===== src/rtl/decdiv_pkg.sv =====
// Package: shared mode encoding and stage sizes for the dual decade divider.
// Assumes: the mode codes are fixed by the block's requirements.
package decdiv_pkg;

    // Linking mode of one decade.
    typedef enum logic [1:0] {
        MODE_SPLIT = 2'b00,
        MODE_BCD   = 2'b01,
        MODE_BIQ   = 2'b10,
        MODE_RSVD  = 2'b11
    } dmode_e;

    localparam int HI_MODULUS = 5;
    localparam int HI_WIDTH   = $clog2(HI_MODULUS);
    localparam int DIGIT_W    = HI_WIDTH + 1;

endpackage


===== src/rtl/decdiv_fall_sync.sv =====
// Module: brings one asynchronous count pin into the clock domain and flags
// its falling edges as a one-cycle pulse.
// Assumes: the pin stays in each level for longer than one clock period.
module decdiv_fall_sync #(
    parameter int STAGES = 2
) (
    input  logic clk,
    input  logic rst_n,
    input  logic pin_in,
    output logic fall_out
);

    logic [STAGES-1:0] sync_q;
    logic              last_q;

    // Synchronizer chain followed by a one-cycle delayed copy.
    always_ff @(posedge clk) begin
        if (!rst_n) begin
            sync_q <= '0;
            last_q <= 1'b0;
        end else begin
            sync_q <= {sync_q[STAGES-2:0], pin_in};
            last_q <= sync_q[STAGES-1];
        end
    end

    // High for one cycle after the synchronized level drops.
    assign fall_out = last_q & ~sync_q[STAGES-1];

    AST_FALL_ONE_CYCLE: assert property (@(posedge clk) disable iff (!rst_n)
        fall_out |=> !fall_out);

endmodule


===== src/rtl/decdiv_toggle_stage.sv =====
// Module: the divide-by-2 stage of a decade; its bit flips on each advance.
// Assumes: adv_in is already gated by the decade clear.
module decdiv_toggle_stage (
    input  logic clk,
    input  logic rst_n,
    input  logic clr,
    input  logic adv_in,
    output logic bit_q
);

    // Toggle on advance, zero on clear or reset.
    always_ff @(posedge clk) begin
        if (!rst_n)      bit_q <= 1'b0;
        else if (clr)    bit_q <= 1'b0;
        else if (adv_in) bit_q <= ~bit_q;
    end

    AST_TOGGLE_HOLD: assert property (@(posedge clk) disable iff (!rst_n)
        (!adv_in && !clr) |=> $stable(bit_q));

endmodule


===== src/rtl/decdiv_mod_stage.sv =====
// Module: the modulo-N stage of a decade (N = 5 by default). It counts up
// and returns to zero from the last state or from any unused state.
// Assumes: adv_in is already gated by the decade clear.
module decdiv_mod_stage #(
    parameter int MODULUS = 5,
    localparam int W = $clog2(MODULUS)
) (
    input  logic         clk,
    input  logic         rst_n,
    input  logic         clr,
    input  logic         adv_in,
    output logic [W-1:0] state_q
);

    localparam logic [W-1:0] LAST = W'(MODULUS - 1);

    logic [W-1:0] next_state;

    // Next count value; unused codes fold back to zero.
    always_comb begin
        if (state_q >= LAST) next_state = '0;
        else                 next_state = state_q + 1'b1;
    end

    // State register with clear priority over advance.
    always_ff @(posedge clk) begin
        if (!rst_n)      state_q <= '0;
        else if (clr)    state_q <= '0;
        else if (adv_in) state_q <= next_state;
    end

    AST_MOD_WRAP: assert property (@(posedge clk) disable iff (!rst_n)
        (adv_in && !clr && state_q >= LAST) |=> state_q == '0);
    AST_MOD_STEP: assert property (@(posedge clk) disable iff (!rst_n)
        (adv_in && !clr && state_q < LAST) |=> state_q == $past(state_q) + 1'b1);
    AST_MOD_RANGE: assert property (@(posedge clk) disable iff (!rst_n)
        state_q <= LAST);

endmodule


===== src/rtl/decdiv_decade.sv =====
// Module: one decade. It routes its count events to the two stages by
// mode, makes the top-output fall event and registers the wrap pulse.
// Assumes: carries are applied in the same cycle as the causing event.
module decdiv_decade
    import decdiv_pkg::*;
(
    input  logic               clk,
    input  logic               rst_n,
    input  logic               clr,
    input  logic [1:0]         mode,
    input  logic               fall_lo,
    input  logic               fall_hi,
    input  logic               chain_evt,
    input  logic               chain_sel,
    output logic [DIGIT_W-1:0] digit,
    output logic               top_fall,
    output logic               wrap
);

    logic                is_bcd;
    logic                is_biq;
    logic                ext_in;
    logic                adv_lo;
    logic                adv_hi;
    logic                lo_q;
    logic [HI_WIDTH-1:0] hi_q;
    logic                wrap_q;

    // Mode decode; the reserved code falls through to independent stages.
    assign is_bcd = (mode == MODE_BCD);
    assign is_biq = (mode == MODE_BIQ);

    // External count source: the chain event or this decade's own pin.
    assign ext_in = chain_sel ? chain_evt : (is_biq ? fall_hi : fall_lo);

    // Toggle stage advance: a carry from Q3 in bi-quinary, else external.
    assign adv_lo = ~clr & (is_biq ? (ext_in & hi_q[HI_WIDTH-1]) : ext_in);

    // Modulo stage advance: a carry from Q0 in BCD, external in
    // bi-quinary, the second pin otherwise.
    assign adv_hi = ~clr & (is_bcd ? (ext_in & lo_q) : (is_biq ? ext_in : fall_hi));

    // Top output fall: Q0 in bi-quinary, Q3 in the other modes.
    assign top_fall = is_biq ? (adv_lo & lo_q) : (adv_hi & hi_q[HI_WIDTH-1]);

    decdiv_toggle_stage u_lo (
        .clk    (clk),
        .rst_n  (rst_n),
        .clr    (clr),
        .adv_in (adv_lo),
        .bit_q  (lo_q)
    );

    decdiv_mod_stage #(.MODULUS(HI_MODULUS)) u_hi (
        .clk     (clk),
        .rst_n   (rst_n),
        .clr     (clr),
        .adv_in  (adv_hi),
        .state_q (hi_q)
    );

    // Wrap pulse register, aligned with the outputs that show the wrap.
    always_ff @(posedge clk) begin
        if (!rst_n)   wrap_q <= 1'b0;
        else if (clr) wrap_q <= 1'b0;
        else          wrap_q <= top_fall;
    end

    // Clear forces the visible outputs low at once.
    assign digit = clr ? '0 : {hi_q, lo_q};
    assign wrap  = wrap_q & ~clr;

    AST_BCD_NINE_TO_ZERO: assert property (@(posedge clk) disable iff (!rst_n)
        (is_bcd && !clr && ext_in && lo_q && hi_q == 3'd4) |=> (hi_q == 3'd0 && !lo_q && wrap_q));
    AST_BIQ_Q0_FLIP: assert property (@(posedge clk) disable iff (!rst_n)
        (is_biq && !clr && ext_in && hi_q == 3'd4) |=> lo_q != $past(lo_q));
    AST_BIQ_Q0_HOLD: assert property (@(posedge clk) disable iff (!rst_n)
        (is_biq && !clr && hi_q != 3'd4) |=> lo_q == $past(lo_q));
    AST_CLEAR_EMPTIES: assert property (@(posedge clk) disable iff (!rst_n)
        clr |=> (hi_q == '0 && !lo_q && !wrap_q));
    AST_WRAP_SINGLE: assert property (@(posedge clk) disable iff (!rst_n)
        wrap_q |=> !wrap_q);

endmodule


===== src/rtl/dual_decade_div.sv =====
// Module: the top level. It holds one pair of pin synchronizers per decade
// and the decades themselves, and forwards each decade's top-output fall
// to the next decade when the chain enable is set.
// Assumes: NUM_DECADES >= 2; the chain enables are changed only while
// no count is in flight.
module dual_decade_div
    import decdiv_pkg::*;
#(
    parameter int NUM_DECADES = 2,
    parameter int SYNC_STAGES = 2,
    localparam int QW = DIGIT_W * NUM_DECADES,
    localparam int MW = 2 * NUM_DECADES
) (
    input  logic                   clk,
    input  logic                   rst_n,
    input  logic [NUM_DECADES-1:0] cnt_lo_in,
    input  logic [NUM_DECADES-1:0] cnt_hi_in,
    input  logic [NUM_DECADES-1:0] clr_in,
    input  logic [MW-1:0]          dec_mode,
    input  logic [NUM_DECADES-2:0] chain_en,
    output logic [QW-1:0]          cnt_q,
    output logic [NUM_DECADES-1:0] wrap_pulse
);

    logic [NUM_DECADES-1:0] fall_lo;
    logic [NUM_DECADES-1:0] fall_hi;
    logic [NUM_DECADES-1:0] top_fall;
    logic [NUM_DECADES-1:0] chain_evt;
    logic [NUM_DECADES-1:0] chain_sel;

    for (genvar d = 0; d < NUM_DECADES; d++) begin : g_dec
        decdiv_fall_sync #(.STAGES(SYNC_STAGES)) u_sync_lo (
            .clk      (clk),
            .rst_n    (rst_n),
            .pin_in   (cnt_lo_in[d]),
            .fall_out (fall_lo[d])
        );

        decdiv_fall_sync #(.STAGES(SYNC_STAGES)) u_sync_hi (
            .clk      (clk),
            .rst_n    (rst_n),
            .pin_in   (cnt_hi_in[d]),
            .fall_out (fall_hi[d])
        );

        // The first decade has no upstream; later ones may take the chain.
        if (d == 0) begin : g_head
            assign chain_evt[d] = 1'b0;
            assign chain_sel[d] = 1'b0;
        end else begin : g_link
            assign chain_evt[d] = top_fall[d-1];
            assign chain_sel[d] = chain_en[d-1];
        end

        decdiv_decade u_decade (
            .clk       (clk),
            .rst_n     (rst_n),
            .clr       (clr_in[d]),
            .mode      (dec_mode[2*d +: 2]),
            .fall_lo   (fall_lo[d]),
            .fall_hi   (fall_hi[d]),
            .chain_evt (chain_evt[d]),
            .chain_sel (chain_sel[d]),
            .digit     (cnt_q[DIGIT_W*d +: DIGIT_W]),
            .top_fall  (top_fall[d]),
            .wrap      (wrap_pulse[d])
        );

        AST_WRAP_FOLLOWS_FALL: assert property (@(posedge clk) disable iff (!rst_n)
            top_fall[d] |=> (wrap_pulse[d] || clr_in[d]));
    end

endmodule


===== config.mk =====
export PLATFORM = sky130hd
export DESIGN_NAME = dual_decade_div
export DESIGN_NICKNAME = d
export VERILOG_FILES = /design/src/rtl/decdiv_pkg.sv /design/src/rtl/decdiv_fall_sync.sv /design/src/rtl/decdiv_toggle_stage.sv /design/src/rtl/decdiv_mod_stage.sv /design/src/rtl/decdiv_decade.sv /design/src/rtl/dual_decade_div.sv
export SDC_FILE = /design/constraint.sdc
export NUM_CORES = 1
export LEC_CHECK = 0
export BUFFER_PORTS_ARGS = -buffer_cell sky130_fd_sc_hd__clkbuf_2
export CAP_MARGIN = 20
export CORE_MARGIN = 2
export CORE_UTILIZATION = 23
export DETAILED_ROUTE_END_ITERATION = 8
export SYNTH_ARGS = -nofsm -noshare
export SYNTH_HDL_FRONTEND = slang
export SYNTH_SLANG_ARGS = --single-unit

===== constraint.sdc =====
create_clock -name clk -period 2.4 [get_ports clk]
set_clock_uncertainty 0.15 [all_clocks]
set_input_delay 0.48 -clock clk [delete_from_list [all_inputs] [get_ports clk]]
set_output_delay 0.48 -clock clk [all_outputs]
set_load 0.05 [all_outputs]

======== Word-level counts from Yosys, hierarchy flattened ========
Index checks and enable logic that the tools add are counted.
word-level totals
  bits in registers ....................... 22
  input bits .............................. 13
  output and inout bits ................... 10
  logic and storage cells ................. 66
operators by class
  add/sub/neg operators ................... 2
  $lt $le $gt $ge ......................... 2
  equal/unequal tests ..................... 4
  mux-type cells .......................... 15
  bitwise logic cells ..................... 27
  reduce and logical (&&, ||, !) cells .... 2
operator list
  kind                                                             count
  1-bit AND                                                        18
  1-bit two-way mux                                                11
  1-bit NOT                                                        9
  4-bit two-way mux                                                2
  3-bit by 1-bit adder with 3-bit output, second input constant    2
  3-bit greater-or-equal comparator, second input constant         2
  3-bit two-way mux                                                2
  2-bit by 1-bit == test with 1-bit output, second input constant  2
  2-bit == test, second input constant                             2
  2-bit OR reduction                                               2

======== Longest topological paths before layout ========
  depth after elaboration ................. 14
  gate-level depth with buffers ........... 5
  mapped depth without buffers ............ 5

======== Cells and area by module ========
From an unflattened synthesis, not the netlist that was laid out.
second synthesis, totals
  cell total of the unflattened synthesis .. 119
  area total of the unflattened synthesis .. 1152.4 um^2
by module, submodules not included
  module               instances  cells each  area an instance (um^2)  seq. area each (um^2)
  decdiv_decade        2          25          195.2                    20.0
  decdiv_fall_sync     4          7           88.8                     60.1
  decdiv_mod_stage     2          17          160.2                    60.1
  decdiv_toggle_stage  2          3           41.3                     20.0
  dual_decade_div      1          1           3.8                      0.0

======== Worst setup path after synthesis ========
Ideal clock, no wire load.
  path kind ............................... input port to flip-flop
  from .................................... input port clr_in[1]
  to ...................................... register g_dec[1].u_decade.u_hi.state_q[0]
  library setup time ...................... 129 ps
  arrival ................................. 1738 ps
  data required time ...................... 2121 ps
  setup slack ............................. 383 ps
  stages on the path ...................... 5
  buffers on the path ..................... 0
  cell sequence ........................... nor2b_1 > nand2_1 > o22ai_1 > a22oi_2 > mux2i_1
on the way
  longest elaborated chain between the ends .. 2
  elaborated cells on any way between the ends .. 3
  classes of those cells .................. 2 x bitwise; 1 x reduce/logical
ends and longest elaborated chain
  element               line                    RTL
  start, declared       dual_decade_div.sv:18   input logic [NUM_DECADES-1:0] clr_in,
  1-bit NOT             decdiv_decade.sv:41     assign adv_hi = ~clr & (is_bcd ? (ext_in & lo_q) : (is_biq ? ext_in : fall_hi));
  1-bit AND             decdiv_decade.sv:41
  end signal, assigned  decdiv_mod_stage.sv:29  else if (adv_in) state_q <= next_state;
  end, declared         decdiv_mod_stage.sv:12  output logic [W-1:0] state_q
Several ways; a longest one is shown, not always the timed one.
A chain may end at the register's enable or synchronous reset.

======== Final worst setup path ========
  from .................................... register g_dec[0].u_decade.u_hi.state_q[2]
  to ...................................... output port cnt_q[3]
on the way
  longest elaborated chain between the ends .. 1
ends and longest elaborated chain
  element                 line                    RTL
  start, declared         decdiv_mod_stage.sv:12
  start signal, assigned  decdiv_mod_stage.sv:29
  4-bit two-way mux       decdiv_decade.sv:70     assign digit = clr ? '0 : {hi_q, lo_q};
  end, declared           dual_decade_div.sv:21   output logic [QW-1:0] cnt_q,
No other way between the ends.

==> run summary <==
CELLS AND AREA
------------------------------------------------------------------------------------
Count of filler cells inserted in the layout                                     484
Non-filler instance count after layout                                           187
Post-layout nets                                                                 153
Number of antenna diodes                                                           0
Commonest cells after routing, fill and taps aside                      22 x sky130_fd_sc_hd__dfxtp_1, 22 x sky130_fd_sc_hd__clkbuf_2, 12 x sky130_fd_sc_hd__nor2b_1, 12 x sky130_fd_sc_hd__and2_1, 11 x sky130_fd_sc_hd__nor2_1
Core Util, Final                                                              0.2908
Post-synthesis to final-layout area growth                                    20.88%
Fraction of final layout cells sized beyond drive strength 1                  0.2222
Final Cell Area                                                             1275 µm²

STA
------------------------------------------------------------------------------------
Setup Total Neg Slack                                                           0 ns
Count of final setup violators                                                     0
Maximum frequency from static timing analysis                             0.5396 GHz
Tmin final                                                                  1.853 ns
Hold violation count in the final report                                           0
RSZ-0062 raised after global routing                                           false
Period utilisation layout                                                     0.7721
Slew HR                                                                       0.6339
Worst-margin pin slew                                                      0.5480 ns
Final Max Slew Viols                                                               0

GRT
------------------------------------------------------------------------------------
Antenna violations before repair                                                   0
Global routing usage summed across all routing layers                        0.08009
Global-route congestion overflow total                                             0
First-pass GRT wire length                                                  3.256 mm
Most crowded layer after global routing                                         met2
Routing usage on met1                                                         0.1041
Pin count of the biggest net entering global routing                              15
Global-route track usage on met3                                             0.03094
Global-route met2 utilization                                                 0.1193
Via count of the first global-routing pass                                       722

CLOCK TREE
------------------------------------------------------------------------------------
Number of clock sinks seen by CTS                                                 22
Buffer cell driving the clock tree root                                 sky130_fd_sc_hd__clkbuf_8
H-tree levels                                                                      1
Clock-pin slew on the worst setup and hold paths                             0.08 ns
# resized after CTS                                                                0
Setup Fix Bufs, Post-CTS                                                           0
Buffers from clock root to sink, at most                                           2
CTS tree                                                                       built
Post-CTS Hold Fix Bufs                                                             0
Insertion delay of the later-clocked pin in the worst-skew pair              0.26 ns
TritonCTS Buffers                                                                  3

POWER
------------------------------------------------------------------------------------
Pwr/cell area                                                           605.7 nW/µm²
Switching pwr                                                              0.1531 mW
Internal power of the cells                                                0.6191 mW
Relative contribution of the clock network to total power                      0.446
Fraction of power consumed by sequential logic                                 0.487
Net switching fraction of the power                                           0.1983
Overall power after layout                                                 0.7723 mW
Peak supply drop                                                         0.0002995 V
Static Leak                                                                0.5270 nW
Relative contribution of combinational cells to total power                    0.067

YOSYS
------------------------------------------------------------------------------------
Synthesized area per cell                                                  9.252 µm²
Number of standard cells after synthesis                                         114
Distinct cell type count after synthesis                                          28
Post-Synth Adder-Cell Area                                                   0.04745
Parity-gate share of the synthesized area counting xor and xnor cells       0.008304
Part of the Yosys area used for sequential elements                           0.4176
Register bit total from synthesis                                                 22
Count of synthesis-stage warnings from yosys                                       0
Simple logic cell fraction of the synthesized area                            0.3001
Post-synthesis mux area share                                                0.07592
Complex-gate fraction of the synthesized area                                 0.1044
Dominant combinational cell family by area after synthesis              simple AND/OR/NAND/NOR gates
Syn nets                                                                         131
Netlist area before placement                                               1055 µm²

DETAILED ROUTING
------------------------------------------------------------------------------------
Iteration-0 DRC count of the detailed router                                      28
Routed wirelength normalized by instance count                              9.578 µm
Detailed Route WL                                                           1.791 mm
Number of design rule violations left after detail routing                         0
Vias per Instance                                                              4.144
Number of nets still failing antenna checks after routing                          0
Via count                                                                        775
Drt pass-1 iters                                                                   4

FLOORPLANNING
------------------------------------------------------------------------------------
Die Span X                                                                  71.72 µm
Placement Rows                                                                    24
Number of top-level pins                                                          23
Area enclosed by the die boundary                                           5144 µm²
Std-Cell Core Area                                                          4384 µm²
Die Y-Extent                                                                71.72 µm
Initial Utilization                                                           0.2406

CRITICAL PATH
------------------------------------------------------------------------------------
Required @ worst endpoint                                                    1.77 ns
Launching element type of the critical path                                 register
Worst Setup Path Type                                                   register to output port
Endpoint kind of the worst setup timing path                             output port
Arrival time of data at the critical path endpoint                           1.22 ns
Highest fanout seen on the critical path                                           5

PLACE
------------------------------------------------------------------------------------
Cell area reported after detailed placement                                 1204 µm²
Port-buffer cells                                                                 22
Final weighted congestion in routability-driven placement                     0.7778
Placed insts                                                                     183
Detailed placer's ending HPWL                                               1.350 mm

HOLD PATH
------------------------------------------------------------------------------------
Worst hold path type                                                    input pin to register

RUN
------------------------------------------------------------------------------------
Count of maximum capacitance violations                                            0

RUN STATUS
------------------------------------------------------------------------------------
Result of the run                                                       finished clean

-- cells by family after synthesis --
group	Yosys count
simple gates	57
flops	22
compound gates	11
buf+inv	11
mux	8
fa+ha+maj	4
xor+xnor	1
-- metrics by stage --
stage	hold slack (ns)	setup slack, ns
finish	0.2679	0.5469
global route	0.2667	0.4416
CTS	0.2566	0.5424
detailed placement	0.2693	0.3871
global placement	0.2654	0.4069
floorplan	0.2619	0.3831
-- final cells by class --
type | count | area [µm²] | share of cell area
Multi-Input combinational cell | 81 | 565.5 | 0.4436
Tap cell | 52 | 65.06 | 0.05103
Timing Repair Buffer | 22 | 110.1 | 0.08636
Clock buffer | 3 | 41.29 | 0.03238
Inverter | 6 | 22.52 | 0.01766
Clock inverter | 1 | 30.03 | 0.02355
Sequential cell | 22 | 440.4 | 0.3454
-- final timing paths --
path,to,cells past startpoint,from,slack [ns]
max,cnt_q[3],3,g_dec[0].u_decade.u_hi.state_q[2]$_SDFFE_PP0N_,0.55
min,g_dec[1].u_sync_hi.sync_q[0]$_SDFF_PN0_,2,cnt_hi_in[1],0.27
max reg2reg,g_dec[1].u_decade.wrap_q$_SDFF_PP0_,5,g_dec[0].u_sync_hi.last_q$_SDFF_PN0_,0.59
min reg2reg,g_dec[0].u_sync_hi.sync_q[1]$_SDFF_PN0_,1,g_dec[0].u_sync_hi.sync_q[0]$_SDFF_PN0_,0.29
-- routing by layer --
metal | wire [µm] | part of all wire
met1 | 878 | 0.49
met2 | 791 | 0.44
met3 | 106 | 0.059
met5 | 0 | 0
met4 | 14 | 0.0078
-- flip-flops by register name, indices dropped and copies added, names as in the netlist --
| register | flops |
|---|---|
| g_dec.u_sync_lo.last_q | 2 |
| g_dec.u_sync_hi.sync_q | 4 |
| g_dec.u_decade.wrap_q | 2 |
| g_dec.u_decade.u_lo.bit_q | 2 |
| g_dec.u_decade.u_hi.state_q | 6 |
| g_dec.u_sync_lo.sync_q | 4 |
| g_dec.u_sync_hi.last_q | 2 |
-- cells in the mapped netlist --
library cell,number,area (µm²)
sky130_fd_sc_hd__a211oi_1,1,7.510
sky130_fd_sc_hd__ha_1,4,50.05
sky130_fd_sc_hd__buf_1,1,3.750
sky130_fd_sc_hd__nand2_1,8,30.03
sky130_fd_sc_hd__o22a_1,1,8.760
sky130_fd_sc_hd__a2111oi_4,1,27.53
sky130_fd_sc_hd__a22oi_2,1,12.51
sky130_fd_sc_hd__nor2b_1,12,75.07
sky130_fd_sc_hd__inv_1,6,22.52
sky130_fd_sc_hd__and2_1,12,75.07
sky130_fd_sc_hd__dfxtp_1,22,440.4
sky130_fd_sc_hd__nand3b_1,2,15.01
sky130_fd_sc_hd__and4bb_2,1,12.51
sky130_fd_sc_hd__o32ai_2,1,16.27
sky130_fd_sc_hd__nand3_1,3,15.01
sky130_fd_sc_hd__nor3b_1,1,7.510
sky130_fd_sc_hd__nor3_1,1,5.000
sky130_fd_sc_hd__buf_4,2,15.01
sky130_fd_sc_hd__xor2_1,1,8.760
sky130_fd_sc_hd__mux2i_1,8,80.08
sky130_fd_sc_hd__a21oi_1,2,10.01
sky130_fd_sc_hd__a31oi_1,1,6.260
sky130_fd_sc_hd__a2111oi_0,1,8.760
sky130_fd_sc_hd__or3b_1,1,8.760
sky130_fd_sc_hd__nand2b_1,5,31.28
sky130_fd_sc_hd__o22ai_1,2,12.51
sky130_fd_sc_hd__clkbuf_1,2,7.510
sky130_fd_sc_hd__nor2_1,11,41.29
-- power by group through the flow --
stage	registers [mW]	logic, mW	clock network (mW)
after global placement	0.385	0.0516	0
final	0.376	0.0514	0.344
after CTS	0.377	0.0524	0.360
after floorplan	0.384	0.0338	0
after detailed placement	0.385	0.0523	0
after global routing	0.378	0.0583	0.371
-- critical path: stages, from the launching register on --
cell,delay (ns)
sky130_fd_sc_hd__dfxtp_1,0.41
sky130_fd_sc_hd__inv_1,0.14
sky130_fd_sc_hd__nor2_1,0.13
sky130_fd_sc_hd__clkbuf_2,0.28
(Power assumes the default switching activity.)
